<file path="src/rtl/kbd_mmio_pkg.sv">
package kbd_mmio_pkg;
   typedef enum logic [1:0] {
      REG_RX_DATA = 2'd0,
      REG_RX_CTL  = 2'd1,
      REG_TX_DATA = 2'd2,
      REG_TX_CTL  = 2'd3
   } reg_sel_e;

   typedef struct packed {
      logic     hit;
      logic     we;
      reg_sel_e sel;
   } acc_t;

   localparam int RDY_BIT = 0;
   localparam int IE_BIT  = 1;
endpackage

</file>
<file path="src/rtl/kbd_addr_dec.sv">
module kbd_addr_dec
   import kbd_mmio_pkg::*;
#(
   parameter int                ADDR_W   = 32,
   parameter int                WIN_BITS = 8,
   parameter logic [ADDR_W-1:0] WIN_BASE = 32'hF000_0000
) (
   input  logic              bus_valid,
   input  logic              bus_we,
   input  logic [ADDR_W-1:0] bus_addr,
   output acc_t              acc
);
   localparam int TAG_W = ADDR_W - WIN_BITS;

   generate
      if (WIN_BITS < 4)
         $error("window must hold the four registers");
      if (TAG_W < 1)
         $error("window must be smaller than the address space");
   endgenerate

   logic                cs;
   logic                mapped;
   logic [WIN_BITS-1:0] off;

   assign off    = bus_addr[WIN_BITS-1:0];
   assign cs     = bus_valid && (bus_addr[ADDR_W-1:WIN_BITS] == WIN_BASE[ADDR_W-1:WIN_BITS]);
   assign mapped = (off[WIN_BITS-1:4] == '0) && (off[1:0] == 2'b00);

   always_comb begin
      acc.hit = cs && mapped;
      acc.we  = bus_we;
      acc.sel = reg_sel_e'(off[3:2]);
   end
endmodule

</file>
<file path="src/rtl/kbd_rx_chan.sv">
module kbd_rx_chan #(
   parameter int CHAR_W = 8
) (
   input  logic              clk,
   input  logic              rst_n,
   input  logic              kb_valid,
   input  logic [CHAR_W-1:0] kb_data,
   output logic              kb_ready,
   input  logic              rd_take,
   input  logic              ie_wr,
   input  logic              ie_val,
   output logic              rdy,
   output logic              ie,
   output logic [CHAR_W-1:0] held
);
   logic take;

   assign kb_ready = !rdy;
   assign take     = kb_valid && kb_ready;

   always_ff @(posedge clk or negedge rst_n) begin
      if (!rst_n) begin
         rdy  <= 1'b0;
         ie   <= 1'b0;
         held <= '0;
      end else begin
         if (take) begin
            rdy  <= 1'b1;
            held <= kb_data;
         end else if (rd_take) begin
            rdy <= 1'b0;
         end
         if (ie_wr) ie <= ie_val;
      end
   end
endmodule

</file>
<file path="src/rtl/kbd_tx_chan.sv">
module kbd_tx_chan #(
   parameter int CHAR_W = 8
) (
   input  logic              clk,
   input  logic              rst_n,
   input  logic              wr_load,
   input  logic [CHAR_W-1:0] wr_byte,
   input  logic              ie_wr,
   input  logic              ie_val,
   output logic              dsp_valid,
   output logic [CHAR_W-1:0] dsp_data,
   input  logic              dsp_ready,
   output logic              rdy,
   output logic              ie
);
   logic load;

   assign dsp_valid = !rdy;
   assign load      = wr_load && rdy;

   always_ff @(posedge clk or negedge rst_n) begin
      if (!rst_n) begin
         rdy      <= 1'b1;
         ie       <= 1'b0;
         dsp_data <= '0;
      end else begin
         if (load) begin
            rdy      <= 1'b0;
            dsp_data <= wr_byte;
         end else if (dsp_valid && dsp_ready) begin
            rdy <= 1'b1;
         end
         if (ie_wr) ie <= ie_val;
      end
   end
endmodule

</file>
<file path="src/rtl/kbd_mmio_port.sv">
module kbd_mmio_port
   import kbd_mmio_pkg::*;
#(
   parameter int                ADDR_W   = 32,
   parameter int                DATA_W   = 32,
   parameter int                CHAR_W   = 8,
   parameter int                WIN_BITS = 8,
   parameter logic [ADDR_W-1:0] WIN_BASE = 32'hF000_0000
) (
   input  logic              clk,
   input  logic              rst_n,
   input  logic              bus_valid,
   input  logic              bus_we,
   input  logic [ADDR_W-1:0] bus_addr,
   input  logic [DATA_W-1:0] bus_wdata,
   output logic [DATA_W-1:0] bus_rdata,
   input  logic              kb_valid,
   input  logic [CHAR_W-1:0] kb_data,
   output logic              kb_ready,
   output logic              dsp_valid,
   output logic [CHAR_W-1:0] dsp_data,
   input  logic              dsp_ready,
   output logic              irq
);
   localparam int PAD_W = DATA_W - CHAR_W;

   generate
      if (CHAR_W < 2 || PAD_W < 0)
         $error("character must be 2..DATA_W bits wide");
   endgenerate

   acc_t              acc;
   logic              rd_rx_data;
   logic              wr_rx_ctl;
   logic              wr_tx_data;
   logic              wr_tx_ctl;
   logic              rx_rdy, rx_ie, tx_rdy, tx_ie;
   logic [CHAR_W-1:0] rx_held;
   logic              unused_wdata;

   assign unused_wdata = ^bus_wdata[DATA_W-1:CHAR_W];

   kbd_addr_dec #(
      .ADDR_W  (ADDR_W),
      .WIN_BITS(WIN_BITS),
      .WIN_BASE(WIN_BASE)
   ) u_dec (
      .bus_valid(bus_valid),
      .bus_we   (bus_we),
      .bus_addr (bus_addr),
      .acc      (acc)
   );

   assign rd_rx_data = acc.hit && !acc.we && (acc.sel == REG_RX_DATA);
   assign wr_rx_ctl  = acc.hit &&  acc.we && (acc.sel == REG_RX_CTL);
   assign wr_tx_data = acc.hit &&  acc.we && (acc.sel == REG_TX_DATA);
   assign wr_tx_ctl  = acc.hit &&  acc.we && (acc.sel == REG_TX_CTL);

   kbd_rx_chan #(.CHAR_W(CHAR_W)) u_rx (
      .clk     (clk),
      .rst_n   (rst_n),
      .kb_valid(kb_valid),
      .kb_data (kb_data),
      .kb_ready(kb_ready),
      .rd_take (rd_rx_data),
      .ie_wr   (wr_rx_ctl),
      .ie_val  (bus_wdata[IE_BIT]),
      .rdy     (rx_rdy),
      .ie      (rx_ie),
      .held    (rx_held)
   );

   kbd_tx_chan #(.CHAR_W(CHAR_W)) u_tx (
      .clk      (clk),
      .rst_n    (rst_n),
      .wr_load  (wr_tx_data),
      .wr_byte  (bus_wdata[CHAR_W-1:0]),
      .ie_wr    (wr_tx_ctl),
      .ie_val   (bus_wdata[IE_BIT]),
      .dsp_valid(dsp_valid),
      .dsp_data (dsp_data),
      .dsp_ready(dsp_ready),
      .rdy      (tx_rdy),
      .ie       (tx_ie)
   );

   always_comb begin
      bus_rdata = '0;
      if (acc.hit && !acc.we) begin
         case (acc.sel)
            REG_RX_DATA: bus_rdata = DATA_W'(rx_held);
            REG_RX_CTL:  bus_rdata = DATA_W'({rx_ie, rx_rdy});
            REG_TX_DATA: bus_rdata = DATA_W'(dsp_data);
            REG_TX_CTL:  bus_rdata = DATA_W'({tx_ie, tx_rdy});
            default:     bus_rdata = '0;
         endcase
      end
   end

   assign irq = (rx_rdy && rx_ie) || (tx_rdy && tx_ie);
endmodule

</file>
<file path="config.mk">
export PLATFORM = sky130hd
export DESIGN_NAME = kbd_mmio_port
export DESIGN_NICKNAME = d
export VERILOG_FILES = /design/src/rtl/kbd_mmio_pkg.sv /design/src/rtl/kbd_addr_dec.sv /design/src/rtl/kbd_rx_chan.sv /design/src/rtl/kbd_tx_chan.sv /design/src/rtl/kbd_mmio_port.sv
export SDC_FILE = /design/constraint.sdc
export NUM_CORES = 1
export LEC_CHECK = 0
export BUFFER_PORTS_ARGS = -buffer_cell sky130_fd_sc_hd__buf_4
export CAP_MARGIN = 20
export CELL_PAD_IN_SITES_DETAIL_PLACEMENT = 1
export CELL_PAD_IN_SITES_GLOBAL_PLACEMENT = 1
export CORE_AREA = 2 2 73 75
export DETAILED_ROUTE_END_ITERATION = 10
export DIE_AREA = 0 0 75 77
export GPL_TIMING_DRIVEN = 0
export PLACE_DENSITY_LB_ADDON = 0.1
export SKIP_LAST_GASP = 1
export SLEW_MARGIN = 20
export SYNTH_ARGS = -nofsm -noshare
export SYNTH_HDL_FRONTEND = slang
export SYNTH_SLANG_ARGS = --single-unit
</file>
<file path="constraint.sdc">
create_clock -name clk -period 4.22 [get_ports clk]
set_clock_uncertainty 0.15 [all_clocks]
set_input_delay 0.844 -clock clk [delete_from_list [all_inputs] [get_ports clk]]
set_output_delay 0.844 -clock clk [all_outputs]
set_load 0.03 [all_outputs]
</file>
==> reports/results.txt <==
critical path class -> in2out
Avg Cell Area, Syn -> 11.26 um2
Worst-Margin Slew -> 0.7094 ns
synthesis-to-finish area growth -> 62.12%
core area -> 4977 um2
DR iter-0 viols -> 15
total of warnings raised by yosys -> 0
min Tclk post-route -> 3.497 ns
Die X -> 75 um
TritonCTS clock tree -> yes
Worst Setup Start Kind -> input pin
via count -> 1,161
worst hold path type -> in2async
Clock Path Buffers -> 2
WP depth -> 7
synth top area cells -> dfrtp_1, mux2_2, buf_4
# Post-CTS Setup Buffers -> 0
most frequent CP cell -> buf_4
worst rel slew slack -> 0.5235
Initial Util -> 0.2489
Placement Setup Slack -> 0.6832 ns
root buffer cell -> clkbuf_8
hpwl dp -> 2903 um
CP Capture Type -> output port
max cap viols -> 0
Die Ht -> 77 um
gr ovfl total -> 0
Crit path max-delay family -> simple AND/OR/NAND/NOR gates
total track usage -> 0.1185
crit-path max cell delay -> 0.36 ns
post-synth top area cell -> dfrtp_1
period utilisation layout -> 0.8287
crit path DAT -> 2.50 ns
fmax -> 285.9 MHz
# DRC -> 0
filler instances -> 597
GP Congestion -> 0.7498
Clock Pin Slew Worst Setup and Hold Paths -> 0.07 ns
RSZ-0062 raised after global routing -> false
cts repair resizes -> 0
critical-path maximum fanout -> 9
ant diodes -> 0
share of cells above drive strength 1 -> 0.5981
Pre-antenna DRT Iters -> 4
CTS buffer count -> 3
Distinct cells, synth -> 26
final hold violations -> 0
vias per cell -> 4.161
max-slew violations -> 0
H-Tree Level Count -> 1
row count -> 26
Cells after Synth -> 110
Util after Layout -> 0.4035
pin count of the biggest net entering global routing -> 21
worst reg-to-reg path cell count -> 3
hold buffer count at cts -> 0
FF+latch count, synth -> 20
CP Buf/Inv Count -> 3
Sink Count -> 20
cells along the critical path -> buf_4 -> nor4_1 -> nand4_1 -> or2_2 -> buf_2 -> nor3_1 -> buf_4
PortBufs -> 72
outcome -> finished clean
Slowest cell on crit path -> or2_2
Synth top area share -> 0.3838
I/O Pins -> 121
TNS Setup -> 0 ns
Power Density -> 229.8 nW/um2
vias in the first global route -> 1,217
Pleak -> 1.057 nW
commonest non-fill, non-tap cell in the layout -> buf_4
initial antenna violation count -> 0
DIE AREA -> 5775 um2
Final setup violation count -> 0
commonest cells after routing, fill and taps aside -> buf_4, conb_1, dfrtp_1
Mapped Area -> 1239 um2
setup slack after layout -> 0.7227 ns
critical path data required time -> 3.23 ns
wire per inst -> 12.73 um
first-pass GRT wire length -> 5388 um
IR drop worst, VDD -> 112.7 uV
detailed-route wire length -> 3551 um
sequential share of the synthesized area -> 0.4051
worst skew pair latency -> 0.25 ns
Layout Nets -> 288
DRT antenna net count -> 0
==> path summary, 6_finish.rpt <==
path | startpoint | slack [ns] | end
max reg2reg | u_tx.rdy$_DFFE_PN1P_ | 2.30 | u_tx.dsp_data[0]$_DFFE_PN0P_
min reg2reg | u_rx.held[4]$_DFFE_PN0P_ | 0.36 | u_rx.held[4]$_DFFE_PN0P_
min | rst_n | 0.31 | u_tx.dsp_data[4]$_DFFE_PN0P_
max in group asynchronous | rst_n | 3.34 | u_tx.rdy$_DFFE_PN1P_
max | bus_addr[9] | 0.72 | bus_rdata[5]
min in group clk | u_rx.held[4]$_DFFE_PN0P_ | 0.36 | u_rx.held[4]$_DFFE_PN0P_
==> synthesized netlist by cell type <==
cell	count
nand3b_1	2
buf_2	1
buf_4	24
and4b_1	1
nor3b_1	2
conb_1	1
o32a_1	1
buf_1	1
mux2i_1	6
clkbuf_1	2
mux2_2	18
nor2b_1	1
nor4_4	1
or2_2	2
nand2b_1	1
nor2_1	2
nor4b_1	2
dfstp_2	1
nor3_1	9
a22o_1	1
dfrtp_1	19
inv_1	3
nand4_1	2
nor4_1	4
mux4_2	2
nand3_1	1
==> sequential cells by signal, summed over array words and instances, names as in the netlist <==
register and cells:
u_tx.rdy 1, u_rx.held 8, u_rx.rdy 1, u_rx.ie 1
u_tx.ie 1, u_tx.dsp_data 8
==> cell families (layout without fill, tap and decap cells) <==
kind of cell | count (synthesis) | in the layout | share of synthesized area
compound gates | 2 | 2 | 0.01515
buf+inv | 31 | 107 | 0.1677
simple gates | 30 | 30 | 0.1606
other cells | 1 | 24 | 0.003027
flops | 20 | 20 | 0.4051
mux | 26 | 26 | 0.2485
==> worst register-to-register path, stage by stage (launching register included) <==
cell and delay (ns):
dfstp_2 0.58, nand3b_1 0.12, nor4_4 0.55, mux2_2 0.41
==> metrics by stage <==
| stage | hold WS [ns] | total power, W | cell area (um2) | cells |
|---|---|---|---|---|
| after floorplan | 0.3260 | 0.0002732 | 1325 | 133 |
| after global placement | 0.3401 | 0.0003187 | 1953 | 275 |
| after detailed placement | 0.3497 | 0.0003212 | 1953 | 275 |
| after CTS | 0.3133 | 0.0004677 | 2008 | 279 |
| after global routing | 0.3157 | 0.0004861 | 2008 | 279 |
| final | 0.3080 | 0.0004615 | 2008 | 279 |
==> routing by layer <==
metal | vias to the layer above | GRT usage | routed length (um)
li1 | 543 | - | -
met1 | 539 | 0.1345 | 1322
met2 | 75 | 0.2044 | 1681
met3 | 4 | 0.03942 | 517
met4 | 0 | 0.03750 | 30
met5 | - | 0 | 0
==> layout make-up <==
| type | count | area (um2) | area share |
|---|---|---|---|
| inverter | 3 | 11.26 | 0.005607 |
| timing repair buffer | 72 | 540.5 | 0.2692 |
| buffer | 28 | 196.4 | 0.09782 |
| sequential | 20 | 501.7 | 0.2498 |
| tap | 70 | 87.58 | 0.04361 |
| multi-input combinational | 82 | 615.6 | 0.3065 |
| clock buffer | 4 | 55.05 | 0.02741 |
==> power breakdown <==
group | switching, W | internal, W
Combinational | 0.0000522 | 0.0000605
Sequential | 0.00000436 | 0.000201
Clock | 0.0000610 | 0.0000829
Total | 0.000118 | 0.000344
No activity file was read; power rests on OpenSTA's default activity.
